`src/rtl/dc_pkg.sv`:
```
package dc_pkg;
  typedef enum logic [1:0] {
    ST_IDLE  = 2'd0,
    ST_EVICT = 2'd1,
    ST_FILL  = 2'd2,
    ST_WORD  = 2'd3
  } dc_state_e;
endpackage

```
`src/rtl/dc_line_store.sv`:
```
module dc_line_store #(
  parameter int SETS   = 4,
  parameter int TAG_W  = 8,
  parameter int LINE_W = 512,
  localparam int IDX_W = $clog2(SETS)
) (
  input  logic              clk,
  input  logic              rst_n,
  input  logic [IDX_W-1:0]  rd_idx,
  output logic              rd_valid,
  output logic              rd_dirty,
  output logic [TAG_W-1:0]  rd_tag,
  output logic [LINE_W-1:0] rd_line,
  input  logic              wr_en,
  input  logic [IDX_W-1:0]  wr_idx,
  input  logic [TAG_W-1:0]  wr_tag,
  input  logic [LINE_W-1:0] wr_line,
  input  logic              wr_dirty
);
  logic [SETS-1:0]   valid_q;
  logic [SETS-1:0]   dirty_q;
  logic [TAG_W-1:0]  tag_q  [SETS];
  logic [LINE_W-1:0] data_q [SETS];

  always_ff @(posedge clk or negedge rst_n) begin
    if (!rst_n) begin
      valid_q <= '0;
      dirty_q <= '0;
    end else if (wr_en) begin
      valid_q[wr_idx] <= 1'b1;
      dirty_q[wr_idx] <= wr_dirty;
    end
  end

  always_ff @(posedge clk) begin
    if (wr_en) begin
      tag_q[wr_idx]  <= wr_tag;
      data_q[wr_idx] <= wr_line;
    end
  end

  assign rd_valid = valid_q[rd_idx];
  assign rd_dirty = dirty_q[rd_idx];
  assign rd_tag   = tag_q[rd_idx];
  assign rd_line  = data_q[rd_idx];
endmodule

```
`src/rtl/dc_mem_port.sv`:
```
module dc_mem_port
  import dc_pkg::*;
#(
  parameter int ADDR_W = 16,
  parameter int WORD_W = 64,
  parameter int LINE_W = 512
) (
  input  dc_state_e         state,
  input  logic [ADDR_W-1:0] victim_base,
  input  logic [ADDR_W-1:0] fill_base,
  input  logic [ADDR_W-1:0] word_addr,
  input  logic [LINE_W-1:0] victim_line,
  input  logic [WORD_W-1:0] word_data,
  output logic              mem_req,
  output logic              mem_we,
  output logic              mem_block,
  output logic [ADDR_W-1:0] mem_addr,
  output logic [LINE_W-1:0] mem_wline,
  output logic [WORD_W-1:0] mem_wword
);
  always_comb begin
    mem_req   = 1'b0;
    mem_we    = 1'b0;
    mem_block = 1'b0;
    mem_addr  = '0;
    mem_wline = '0;
    mem_wword = '0;
    unique case (state)
      ST_EVICT: begin
        mem_req   = 1'b1;
        mem_we    = 1'b1;
        mem_block = 1'b1;
        mem_addr  = victim_base;
        mem_wline = victim_line;
      end
      ST_FILL: begin
        mem_req   = 1'b1;
        mem_block = 1'b1;
        mem_addr  = fill_base;
      end
      ST_WORD: begin
        mem_req   = 1'b1;
        mem_we    = 1'b1;
        mem_addr  = word_addr;
        mem_wword = word_data;
      end
      default: ;
    endcase
  end
endmodule

```
`src/rtl/dcache_policy_ctrl.sv`:
```
module dcache_policy_ctrl
  import dc_pkg::*;
#(
  parameter int ADDR_W     = 16,
  parameter int WORD_W     = 64,
  parameter int LINE_WORDS = 8,
  parameter int SETS       = 4,
  localparam int LINE_W    = WORD_W * LINE_WORDS
) (
  input  logic              clk,
  input  logic              rst_n,
  input  logic              cfg_write_back,
  input  logic              cfg_write_alloc,
  input  logic              cpu_req,
  input  logic              cpu_we,
  input  logic [ADDR_W-1:0] cpu_addr,
  input  logic [WORD_W-1:0] cpu_wdata,
  output logic [WORD_W-1:0] cpu_rdata,
  output logic              cpu_ack,
  output logic              cpu_busy,
  output logic              mem_req,
  output logic              mem_we,
  output logic              mem_block,
  output logic [ADDR_W-1:0] mem_addr,
  output logic [WORD_W-1:0] mem_wword,
  output logic [LINE_W-1:0] mem_wline,
  input  logic [LINE_W-1:0] mem_rline,
  input  logic              mem_ack
);
  localparam int BOFF_W = $clog2(WORD_W / 8);
  localparam int WSEL_W = $clog2(LINE_WORDS);
  localparam int IDX_W  = $clog2(SETS);
  localparam int LOFF_W = BOFF_W + WSEL_W;
  localparam int TAG_W  = ADDR_W - LOFF_W - IDX_W;

  // ---- address arithmetic
  function automatic logic [IDX_W-1:0] f_idx(input logic [ADDR_W-1:0] a);
    return a[LOFF_W +: IDX_W];
  endfunction
  function automatic logic [TAG_W-1:0] f_tag(input logic [ADDR_W-1:0] a);
    return a[ADDR_W-1 -: TAG_W];
  endfunction
  function automatic logic [WSEL_W-1:0] f_wsel(input logic [ADDR_W-1:0] a);
    return a[BOFF_W +: WSEL_W];
  endfunction
  function automatic logic [ADDR_W-1:0] f_base(input logic [TAG_W-1:0] t,
                                               input logic [IDX_W-1:0] i);
    return {t, i, {LOFF_W{1'b0}}};
  endfunction
  function automatic logic [ADDR_W-1:0] f_waddr(input logic [ADDR_W-1:0] a);
    return {a[ADDR_W-1:BOFF_W], {BOFF_W{1'b0}}};
  endfunction
  function automatic logic [LINE_W-1:0] f_merge(input logic [LINE_W-1:0] l,
                                                input logic [WSEL_W-1:0] s,
                                                input logic [WORD_W-1:0] d);
    logic [LINE_W-1:0] r;
    r = l;
    r[s*WORD_W +: WORD_W] = d;
    return r;
  endfunction
  function automatic logic [WORD_W-1:0] f_pick(input logic [LINE_W-1:0] l,
                                               input logic [WSEL_W-1:0] s);
    return l[s*WORD_W +: WORD_W];
  endfunction

  dc_state_e         state_q, state_d;
  logic              rq_we;
  logic [ADDR_W-1:0] rq_addr;
  logic [WORD_W-1:0] rq_wdata;
  logic              ack_q;
  logic [WORD_W-1:0] rdata_q;

  // line store signals
  logic              rd_valid, rd_dirty;
  logic [TAG_W-1:0]  rd_tag;
  logic [LINE_W-1:0] rd_line;
  logic              wr_en, wr_dirty;
  logic [IDX_W-1:0]  wr_idx;
  logic [TAG_W-1:0]  wr_tag;
  logic [LINE_W-1:0] wr_line;

  // ---- named internal events
  logic [ADDR_W-1:0] look_addr;
  logic              lookup_hit, victim_dirty, accept;
  logic              ev_rd_hit, ev_wr_hit, ev_miss_alloc, ev_wr_around;
  logic              ev_evict_done, ev_fill_done, ev_word_done;

  assign look_addr     = (state_q == ST_IDLE) ? cpu_addr : rq_addr;
  assign lookup_hit    = rd_valid && (rd_tag == f_tag(look_addr));
  assign victim_dirty  = rd_valid && rd_dirty;
  assign accept        = (state_q == ST_IDLE) && cpu_req;
  assign ev_rd_hit     = accept && !cpu_we && lookup_hit;
  assign ev_wr_hit     = accept && cpu_we && lookup_hit;
  assign ev_miss_alloc = accept && !lookup_hit && (!cpu_we || cfg_write_alloc);
  assign ev_wr_around  = accept && cpu_we && !lookup_hit && !cfg_write_alloc;
  assign ev_evict_done = (state_q == ST_EVICT) && mem_ack;
  assign ev_fill_done  = (state_q == ST_FILL) && mem_ack;
  assign ev_word_done  = (state_q == ST_WORD) && mem_ack;

  dc_line_store #(.SETS(SETS), .TAG_W(TAG_W), .LINE_W(LINE_W)) u_store (
    .clk      (clk),
    .rst_n    (rst_n),
    .rd_idx   (f_idx(look_addr)),
    .rd_valid (rd_valid),
    .rd_dirty (rd_dirty),
    .rd_tag   (rd_tag),
    .rd_line  (rd_line),
    .wr_en    (wr_en),
    .wr_idx   (wr_idx),
    .wr_tag   (wr_tag),
    .wr_line  (wr_line),
    .wr_dirty (wr_dirty)
  );

  // ---- line update: store hit or refill install
  always_comb begin
    wr_en    = 1'b0;
    wr_idx   = f_idx(look_addr);
    wr_tag   = rd_tag;
    wr_line  = rd_line;
    wr_dirty = rd_dirty;
    if (ev_wr_hit) begin
      wr_en    = 1'b1;
      wr_line  = f_merge(rd_line, f_wsel(cpu_addr), cpu_wdata);
      wr_dirty = rd_dirty | cfg_write_back;
    end else if (ev_fill_done) begin
      wr_en    = 1'b1;
      wr_idx   = f_idx(rq_addr);
      wr_tag   = f_tag(rq_addr);
      wr_line  = rq_we ? f_merge(mem_rline, f_wsel(rq_addr), rq_wdata) : mem_rline;
      wr_dirty = rq_we && cfg_write_back;
    end
  end

  // ---- sequencing
  always_comb begin
    state_d = state_q;
    unique case (state_q)
      ST_IDLE: begin
        if (ev_wr_hit && !cfg_write_back) state_d = ST_WORD;
        else if (ev_miss_alloc)           state_d = victim_dirty ? ST_EVICT : ST_FILL;
        else if (ev_wr_around)            state_d = ST_WORD;
      end
      ST_EVICT: if (mem_ack) state_d = ST_FILL;
      ST_FILL:  if (mem_ack) state_d = (rq_we && !cfg_write_back) ? ST_WORD : ST_IDLE;
      ST_WORD:  if (mem_ack) state_d = ST_IDLE;
      default:  state_d = ST_IDLE;
    endcase
  end

  always_ff @(posedge clk or negedge rst_n) begin
    if (!rst_n) begin
      state_q  <= ST_IDLE;
      rq_we    <= 1'b0;
      rq_addr  <= '0;
      rq_wdata <= '0;
      ack_q    <= 1'b0;
      rdata_q  <= '0;
    end else begin
      state_q <= state_d;
      if (accept) begin
        rq_we    <= cpu_we;
        rq_addr  <= cpu_addr;
        rq_wdata <= cpu_wdata;
      end
      ack_q <= ev_rd_hit || (ev_wr_hit && cfg_write_back) || ev_word_done ||
               (ev_fill_done && !(rq_we && !cfg_write_back));
      if (ev_rd_hit)                  rdata_q <= f_pick(rd_line, f_wsel(cpu_addr));
      else if (ev_fill_done && !rq_we) rdata_q <= f_pick(mem_rline, f_wsel(rq_addr));
    end
  end

  assign cpu_ack   = ack_q;
  assign cpu_rdata = rdata_q;
  assign cpu_busy  = (state_q != ST_IDLE);

  dc_mem_port #(.ADDR_W(ADDR_W), .WORD_W(WORD_W), .LINE_W(LINE_W)) u_port (
    .state       (state_q),
    .victim_base (f_base(rd_tag, f_idx(rq_addr))),
    .fill_base   (f_base(f_tag(rq_addr), f_idx(rq_addr))),
    .word_addr   (f_waddr(rq_addr)),
    .victim_line (rd_line),
    .word_data   (rq_wdata),
    .mem_req     (mem_req),
    .mem_we      (mem_we),
    .mem_block   (mem_block),
    .mem_addr    (mem_addr),
    .mem_wline   (mem_wline),
    .mem_wword   (mem_wword)
  );

  // ---- assertions
  a_r10_hold: assert property (@(posedge clk) disable iff (!rst_n)
    (mem_req && !mem_ack) |=> (mem_req && $stable(mem_addr) && $stable(mem_we) && $stable(mem_block)));
  a_r10_busy: assert property (@(posedge clk) disable iff (!rst_n)
    mem_req |-> cpu_busy);
  a_r3_quiet: assert property (@(posedge clk) disable iff (!rst_n)
    (ev_wr_hit && cfg_write_back) |=> (!mem_req && cpu_ack));
  a_r4_word: assert property (@(posedge clk) disable iff (!rst_n)
    (ev_wr_hit && !cfg_write_back) |=> (mem_req && mem_we && !mem_block));
  a_r6_untouched: assert property (@(posedge clk) disable iff (!rst_n)
    ev_wr_around |-> !wr_en);
  a_r6_word: assert property (@(posedge clk) disable iff (!rst_n)
    ev_wr_around |=> (mem_req && mem_we && !mem_block));
  a_r7_first: assert property (@(posedge clk) disable iff (!rst_n)
    (ev_miss_alloc && victim_dirty) |=> (mem_req && mem_we && mem_block));
  a_r7_then_fill: assert property (@(posedge clk) disable iff (!rst_n)
    ev_evict_done |=> (mem_req && !mem_we && mem_block));
  a_r8_no_wb: assert property (@(posedge clk) disable iff (!rst_n)
    (ev_miss_alloc && !victim_dirty) |=> (mem_req && !mem_we));
endmodule

```
`config.mk`:
```
export PLATFORM = sky130hd
export DESIGN_NAME = dcache_policy_ctrl
export DESIGN_NICKNAME = d
export VERILOG_FILES = /design/src/rtl/dc_pkg.sv /design/src/rtl/dc_line_store.sv /design/src/rtl/dc_mem_port.sv /design/src/rtl/dcache_policy_ctrl.sv
export SDC_FILE = /design/constraint.sdc
export NUM_CORES = 2
export LEC_CHECK = 0
export ABC_CLOCK_PERIOD_IN_PS = 65800
export BUFFER_PORTS_ARGS = -buffer_cell sky130_fd_sc_hd__buf_4
export CAP_MARGIN = 20
export CELL_PAD_IN_SITES_DETAIL_PLACEMENT = 1
export CELL_PAD_IN_SITES_GLOBAL_PLACEMENT = 1
export CORE_MARGIN = 2
export CORE_UTILIZATION = 35
export CTS_BUF_LIST = sky130_fd_sc_hd__clkbuf_8
export DETAILED_ROUTE_END_ITERATION = 8
export PLACE_DENSITY_LB_ADDON = 0.08
export REMOVE_ABC_BUFFERS = 1
export SYNTH_ARGS = -nofsm -noshare
export SYNTH_HDL_FRONTEND = slang
export SYNTH_HIERARCHICAL = 1
export SYNTH_SLANG_ARGS = --single-unit
export TNS_END_PERCENT = 10
```
`constraint.sdc`:
```
create_clock -name clk -period 65.8 [get_ports clk]
set_clock_uncertainty 0.15 [all_clocks]
set_input_delay 3.29 -clock clk [delete_from_list [all_inputs] [get_ports clk]]
set_output_delay 3.29 -clock clk [all_outputs]
set_load 0.1 [all_outputs]
```
* Yosys cells after proc, flatten, opt, wreduce, memory -nomap -nowiden
Memory sizes are Yosys's and may differ from the RTL's.
Index checks and enable logic that the tools add are counted.
** Storage, ports and cells
- Flip-flop bits (word level) :: 156
- RAM bits :: 2080
- Output and inout port bits :: 661
- Word-level logic and storage cells :: 108
- Memories :: 2
** Memory list
- u_store.data_q :: words 4, bits a word 512, read ports 1, clocked after Yosys merged registers in 0, wr ports 1, RTL line dc_line_store.sv:23 : logic [LINE_W-1:0] data_q [SETS];
- u_store.tag_q :: words 4, bits a word 8, read ports 1, clocked after Yosys merged registers in 0, wr ports 1, RTL line dc_line_store.sv:22 : logic [TAG_W-1:0] tag_q [SETS];
** Cells by class
- Add/sub/neg operators :: 2
- Magnitude comparators :: 3
- Equal/unequal tests :: 8
- Shifts and indexed selects :: 6
- Multiplexer cells :: 40
- Bitwise logic cells :: 2
- Reductions and logical operators :: 37
** Operator list (count)
- two-way mux 512 bit :: 4
- bitwise mux 512 bit :: 2
- variable shift 64 x 34 -> 512 bit (first input constant) :: 2
- variable part select 512 x 10 -> 64 bit :: 2
- variable part select 64 x 34 -> 512 bit :: 2
- two-way mux 64 bit :: 3
- negator 9 -> 34 bit :: 2
- case mux 16 bit (3 select lines) :: 1
- logical AND 1 bit :: 20
- two-way mux 2 bit :: 10
- two-way mux 16 bit :: 1
- two-way mux 8 bit :: 2
- two-way mux 1 bit :: 12
- == test 8 bit :: 1
- case mux 2 bit (4 select lines) :: 1
- zero test 1 bit :: 6
- < comparator 2 x 3 -> 1 bit (second input constant) :: 2
- inequality test 2 bit (second input constant) :: 3
- binary-select mux 1 bit (select 2 bit) :: 2
- bitwise mux 4 bit :: 1
- == test 2 bit (second input constant) :: 2
- logical OR 1 bit :: 4
- inequality test 4 x 3 -> 1 bit (second input constant) :: 1
- OR 4 bit :: 1
- 9 further kinds :: 11

* Longest topological paths before layout
- Depth in word-level cells :: 12
- Mapped depth :: 18

* Cells and area by module
Netlist, hierarchy kept.
** Modules (own cells, without submodules)
- dc_line_store :: times used 1, cells an instance 2740, area each 75431.1 um^2, sequential area each 62660.1 um^2
- dcache_policy_ctrl :: times used 1, cells an instance 3668, area each 28298.4 um^2, sequential area each 3628.5 um^2
- dc_mem_port :: times used 1, cells an instance 686, area each 4269.1 um^2, sequential area each 0.0 um^2

* Worst setup path after synthesis
OpenSTA, ideal clock, no wires.
- Kind :: input-to-reg
- Start point :: input port cpu_addr[6]
- End point :: register u_store.dirty_q[0]
- Library setup time :: 201 ps
- Data arrival time :: 47833 ps
- Data required time :: 65449 ps
- Setup slack :: 17616 ps
- Stages on the path :: 13
- Path buffers :: 2
- Cells stage by stage :: nand2_1 nand2_1 buf_6 buf_2 mux4_2 xnor2_1 o21ai_1 a2111o_1 nor4_4 nand2_1 o21ai_0 nor3b_1 mux2_2
** Between the ends
- Elaborated cells between the ends (all ways) :: 21
** RTL lines
- from (decl) :: RTL line dcache_policy_ctrl.sv:16 : input logic [ADDR_W-1:0] cpu_addr,
- two-way mux 16 bit :: RTL line dcache_policy_ctrl.sv:88 : assign look_addr = (state_q == ST_IDLE) ? cpu_addr : rq_addr;
- via look_addr[6] :: RTL line dcache_policy_ctrl.sv:83 : logic [ADDR_W-1:0] look_addr;
- memory (4 x 8 bit)
- via rd_tag[0] :: RTL line dcache_policy_ctrl.sv:75 : logic [TAG_W-1:0] rd_tag;
- == test 8 bit :: RTL line dcache_policy_ctrl.sv:89 : assign lookup_hit = rd_valid && (rd_tag == f_tag(look_addr));
- logical AND 1 bit :: RTL line dcache_policy_ctrl.sv:89
- logical AND 1 bit :: RTL line dcache_policy_ctrl.sv:93 : assign ev_wr_hit = accept && cpu_we && lookup_hit;
- two-way mux 1 bit :: RTL line dcache_policy_ctrl.sv:122 : if (ev_wr_hit) begin
- via wr_en :: RTL line dcache_policy_ctrl.sv:77 : logic wr_en, wr_dirty;
- to (signal, indexed assignment) :: RTL line dc_line_store.sv:31 : dirty_q[wr_idx] <= wr_dirty;
- to (decl) :: RTL line dc_line_store.sv:21 : logic [SETS-1:0] dirty_q;
The timed path passes the listed nets, and every way through them passes these cells. The select of a mux whose other input is x is not followed.
A chain may end at the register's enable or synchronous reset.

* Worst setup path after layout
- Start point :: input port cpu_addr[6]
- End point :: memory u_store.data_q[1][199], enable pin
** Between the ends
- Longest elaborated chain between the ends :: 8
- Elaborated cells between the ends (all ways) :: 12
** Ends and longest elaborated chain
- two-way mux 16 bit :: RTL line dcache_policy_ctrl.sv:88
- via look_addr[6] :: RTL line dcache_policy_ctrl.sv:83
- memory (4 x 8 bit)
- via rd_tag[4] :: RTL line dcache_policy_ctrl.sv:75
- == test 8 bit :: RTL line dcache_policy_ctrl.sv:89
- logical AND 1 bit :: RTL line dcache_policy_ctrl.sv:89
- logical AND 1 bit :: RTL line dcache_policy_ctrl.sv:93
- two-way mux 1 bit :: RTL line dcache_policy_ctrl.sv:122
- via wr_en :: RTL line dcache_policy_ctrl.sv:77
- two-way mux 1 bit :: RTL line dc_line_store.sv:36 : if (wr_en) begin
- two-way mux 1 bit (implied by the code) :: RTL line dc_line_store.sv:38 : data_q[wr_idx] <= wr_line;
- to (decl) :: RTL line dc_line_store.sv:23
The timed path passes the listed nets, and every way through them passes these cells. The select of a mux whose other input is x is not followed.

==> impl_results.md <==
* RSZ-0062 raised after global routing: false
* Clk root buf: clkbuf_8
* Slowest CP cell: nor4_4
* Most common cell in the synthesized netlist: edfxtp_1
* Total power at 0.00786 W
* Relative slew margins at -17.4%
* Endpoints failing setup at 0
* Crit path max fanout at 124
* Worst-Margin Slew at 1.76 ns
* Mapped cell area at about 0.11 mm²
* Drt total wl at slightly below 500,000 µm
* Yosys reg bits at about 2,200
* Vias in the first global route at between 70,000 and 80,000
* Post-Syn Area per Cell at between 15 and 20 µm²
* Power per Cell Area at about 61 mW/mm²
* Gr usage total at 30.5%
* Routed WL per cell at 38.7 µm
* Row count at 203
* Final worst slack at about 54 ns
* CP Data Arrival Time at 12.01 ns
* Nature of the critical path endpoint: flip-flop
* Die Span Y at between 500 and 600 µm
* Hold Vio Cnt, Final at 0
* Fin util at roughly two fifths
* I/O Pins at 1,260
* FF+latch area at approximately 0.066 mm²
* Top cells by area, synth: edfxtp_1 (58%), mux4_2 (16%), a221o_1 (4.7%)
* Synthesis-to-layout area growth at 19.0%
* Max Clock Freq at 87.1 MHz
* Synth area leader: edfxtp_1
* Post-synth EDFFs at approximately 2,100
* Total gr overflow at 0
* Data required time at the worst endpoint at roughly 66 ns
* Leakage at 46.2 nW
* Number of buffers created by CTS at between 300 and 400
* DRC at 0
* Layout Nets at 8,824
* Setup WS pre-CTS at 53.20 ns
* Slew Limit Fails at about 110
* Multi-input logic area at roughly 0.038 mm²
* Starting Density at around a third
* DR pass1 iterations at 9
* Die X at between 500 and 600 µm
* Ys flop type: edfxtp_1
* Yosys Warn Count at 6
* I/O Buffers at between 1,000 and 1,500
* Post-CTS Hold Buffers at 0
* DP HPWL at about 300,000 µm
* Clock-pin slew on the worst setup and hold paths at ~0.050 ns
* Max cap viols at 0
* Final TNS setup at 0 ns
* Violated checks: slew limit
* Final Wtd Congestion at approximately 0.84
* CP Launch Type: primary input
* Vias per inst at 6.14
* Die area at 0.313 mm²
* Period utilisation layout at approximately 17%
* First-pass GRT wire length at about 670,000 µm
* Max VDD drop at a little over 0.04 mV
* Detail Route Antenna Nets at 0
* CTS tree: built
* 1st-iter DRT viols at 10,100
* Share of layout cells above drive strength 1 at ~33%
* PostCTS Resize Cnt at 0
* Clock H-tree levels at 5
* Clk_lat worst skew at between 1 and 1.5 ns
* Status: complete, but fails checks
* Pin count of the biggest net entering global routing at approximately 250
* Longest Clk Path Bufs at 4
* Post-synth ARST share at approximately 6.9%
* Cell variety after synth at 63
* Fill cell count at a little over 30,000
* Detailed-route via count at 77,800
* Post-synthesis sequential area ratio at roughly three fifths
* Antenna violations before repair at a little under 50
* Most frequent CP cell: buf_4
* Max incr delay on CP at between 0.9 and 1 ns
* Synth top cells by count: edfxtp_1 (2,080), nand2_1 (955), mux4_2 (778)
* Top cell type's share of synthesized area at around 58%
* Worst Setup Path Type: primary input to flip-flop
* Final Critical Period at ~11 ns
* Clock tree sinks at ~2,200
* Cell Chain, Critical Path: buf_4 > nand2_1 > nand2_4 > buf_4 > mux4_2 > xor2_1 > nor3_1 > o22ai_1 > nor4_4 > nand2_1 > o21ai_0 > nand3b_1 > inv_8 > buf_4 > buf_4 > buf_12
* Post-CTS Setup Bufs at 0
* Hold WC Path Type: flip-flop to flip-flop
* Core Area at 0.306 mm²
* Cells after synthesis at just over 7,000
-- cell usage in the layout, fill, tap and decap left out, drive strengths merged, types with 3 or more instances in the layout --
cell type	instances
edfxtp	2080
buf	1427
nand2	955
mux4	778
a21oi	653
and2	579
a221o	511
clkbuf	429
inv	204
dfrtp	153
nand3	136
mux2i	132
clkinv	106
nor2	94
mux2	71
nor3b	68
o21ai	21
diode	18
nor3	17
a222oi	16
conb	15
bufinv	14
nor2b	8
ha	8
or2	7
nand3b	6
nand2b	5
clkinvlp	5
or3b	5
nand4	4
nor4b	4
or4	4
or3	4
and3	4
nor4	4
xnor2	3
a32o	3
a31oi	3
-- critical path, delay by kind of cell --
family                 cells  cell delay [ns]
XOR/XNOR                   1             0.17
multiplexers               1             0.67
AND/OR/NAND/NOR            6             2.56
buffers and inverters      6             3.82
AO/OA/AOI/OAI              2             0.70
-- worst paths after layout --
path                                         start                endpoint  slack (ns)  depth (start not counted)
worst max-delay path                   cpu_addr[6]  u_store/data_q[1][199]       54.32                         16
worst min-delay path            u_store/valid_q[2]      u_store/valid_q[2]        0.32                          1
worst max register to register          state_q[0]  u_store/data_q[1][199]       55.46                         18
worst min register to register  u_store/valid_q[2]      u_store/valid_q[2]        0.32                          1
max in group asynchronous                    rst_n           cpu_rdata[24]       62.01                          2
min in group asynchronous                    rst_n            rq_wdata[12]        2.10                          1
-- cell type report --
type	instances	share of cell area, %
Antenna cell	18	0.0351
Sequential cell	2233	51.6
Tap cell	4100	3.99
Timing Repair Buffer	1428	8.52
Clock inverter	309	1.39
Inverter	20	0.0760
Clock buffer	428	4.59
Multi-Input combinational cell	4137	29.8
-- per-layer routing --
layer	routed length [µm]	global-route usage (%)
met5	118	0
met3	45900	6.53
met1	202000	42.5
met4	19400	11.0
met2	223000	47.0
-- stage by stage --
stage          cell area, µm²  hold slack [ns]  std cells
4_1_cts                128000            0.317      12700
3_3_place_gp           121000            0.296      11900
3_5_place_dp           121000            0.303      11900
5_1_grt                128000            0.335      12700
6_report               128000            0.316      12700
2_1_floorplan          104000            0.279       6390
-- power by group --
group / total, W / switching, W / internal (W)
Clock: 0.00127 / 0.000617 / 0.000658
Combinational: 0.00427 / 0.00300 / 0.00127
Sequential: 0.00232 / 0.000141 / 0.00218
Total: 0.00786 / 0.00376 / 0.00411
-- state kept, by name (all words and copies together) (netlist names) --
name             cells
u_store/tag_q       32
rq_wdata            64
state_q              2
cpu_rdata           64
cpu_ack              1
rq_addr             13
u_store/data_q    2048
u_store/valid_q      4
u_store/dirty_q      4
rq_we                1
-- cell families (layout without fill, tap and decap cells) --
| logic type | after synthesis | in the layout | share of synthesized area, % |
|---|---|---|---|
| adders and majority gates | 8 | 8 | 0.0927 |
| AOI/OAI and AO/OA | 1221 | 1221 | 8.18 |
| muxes | 981 | 981 | 18.2 |
| buffers and inverters | 738 | 2185 | 3.46 |
| xor gates and xnor gates | 4 | 4 | 0.0324 |
| and+or+nand+nor | 1908 | 1908 | 8.66 |
| DFF | 2233 | 2233 | 61.4 |
| other | 1 | 33 | 0.00347 |
No activity file was read; power rests on OpenSTA's default activity.
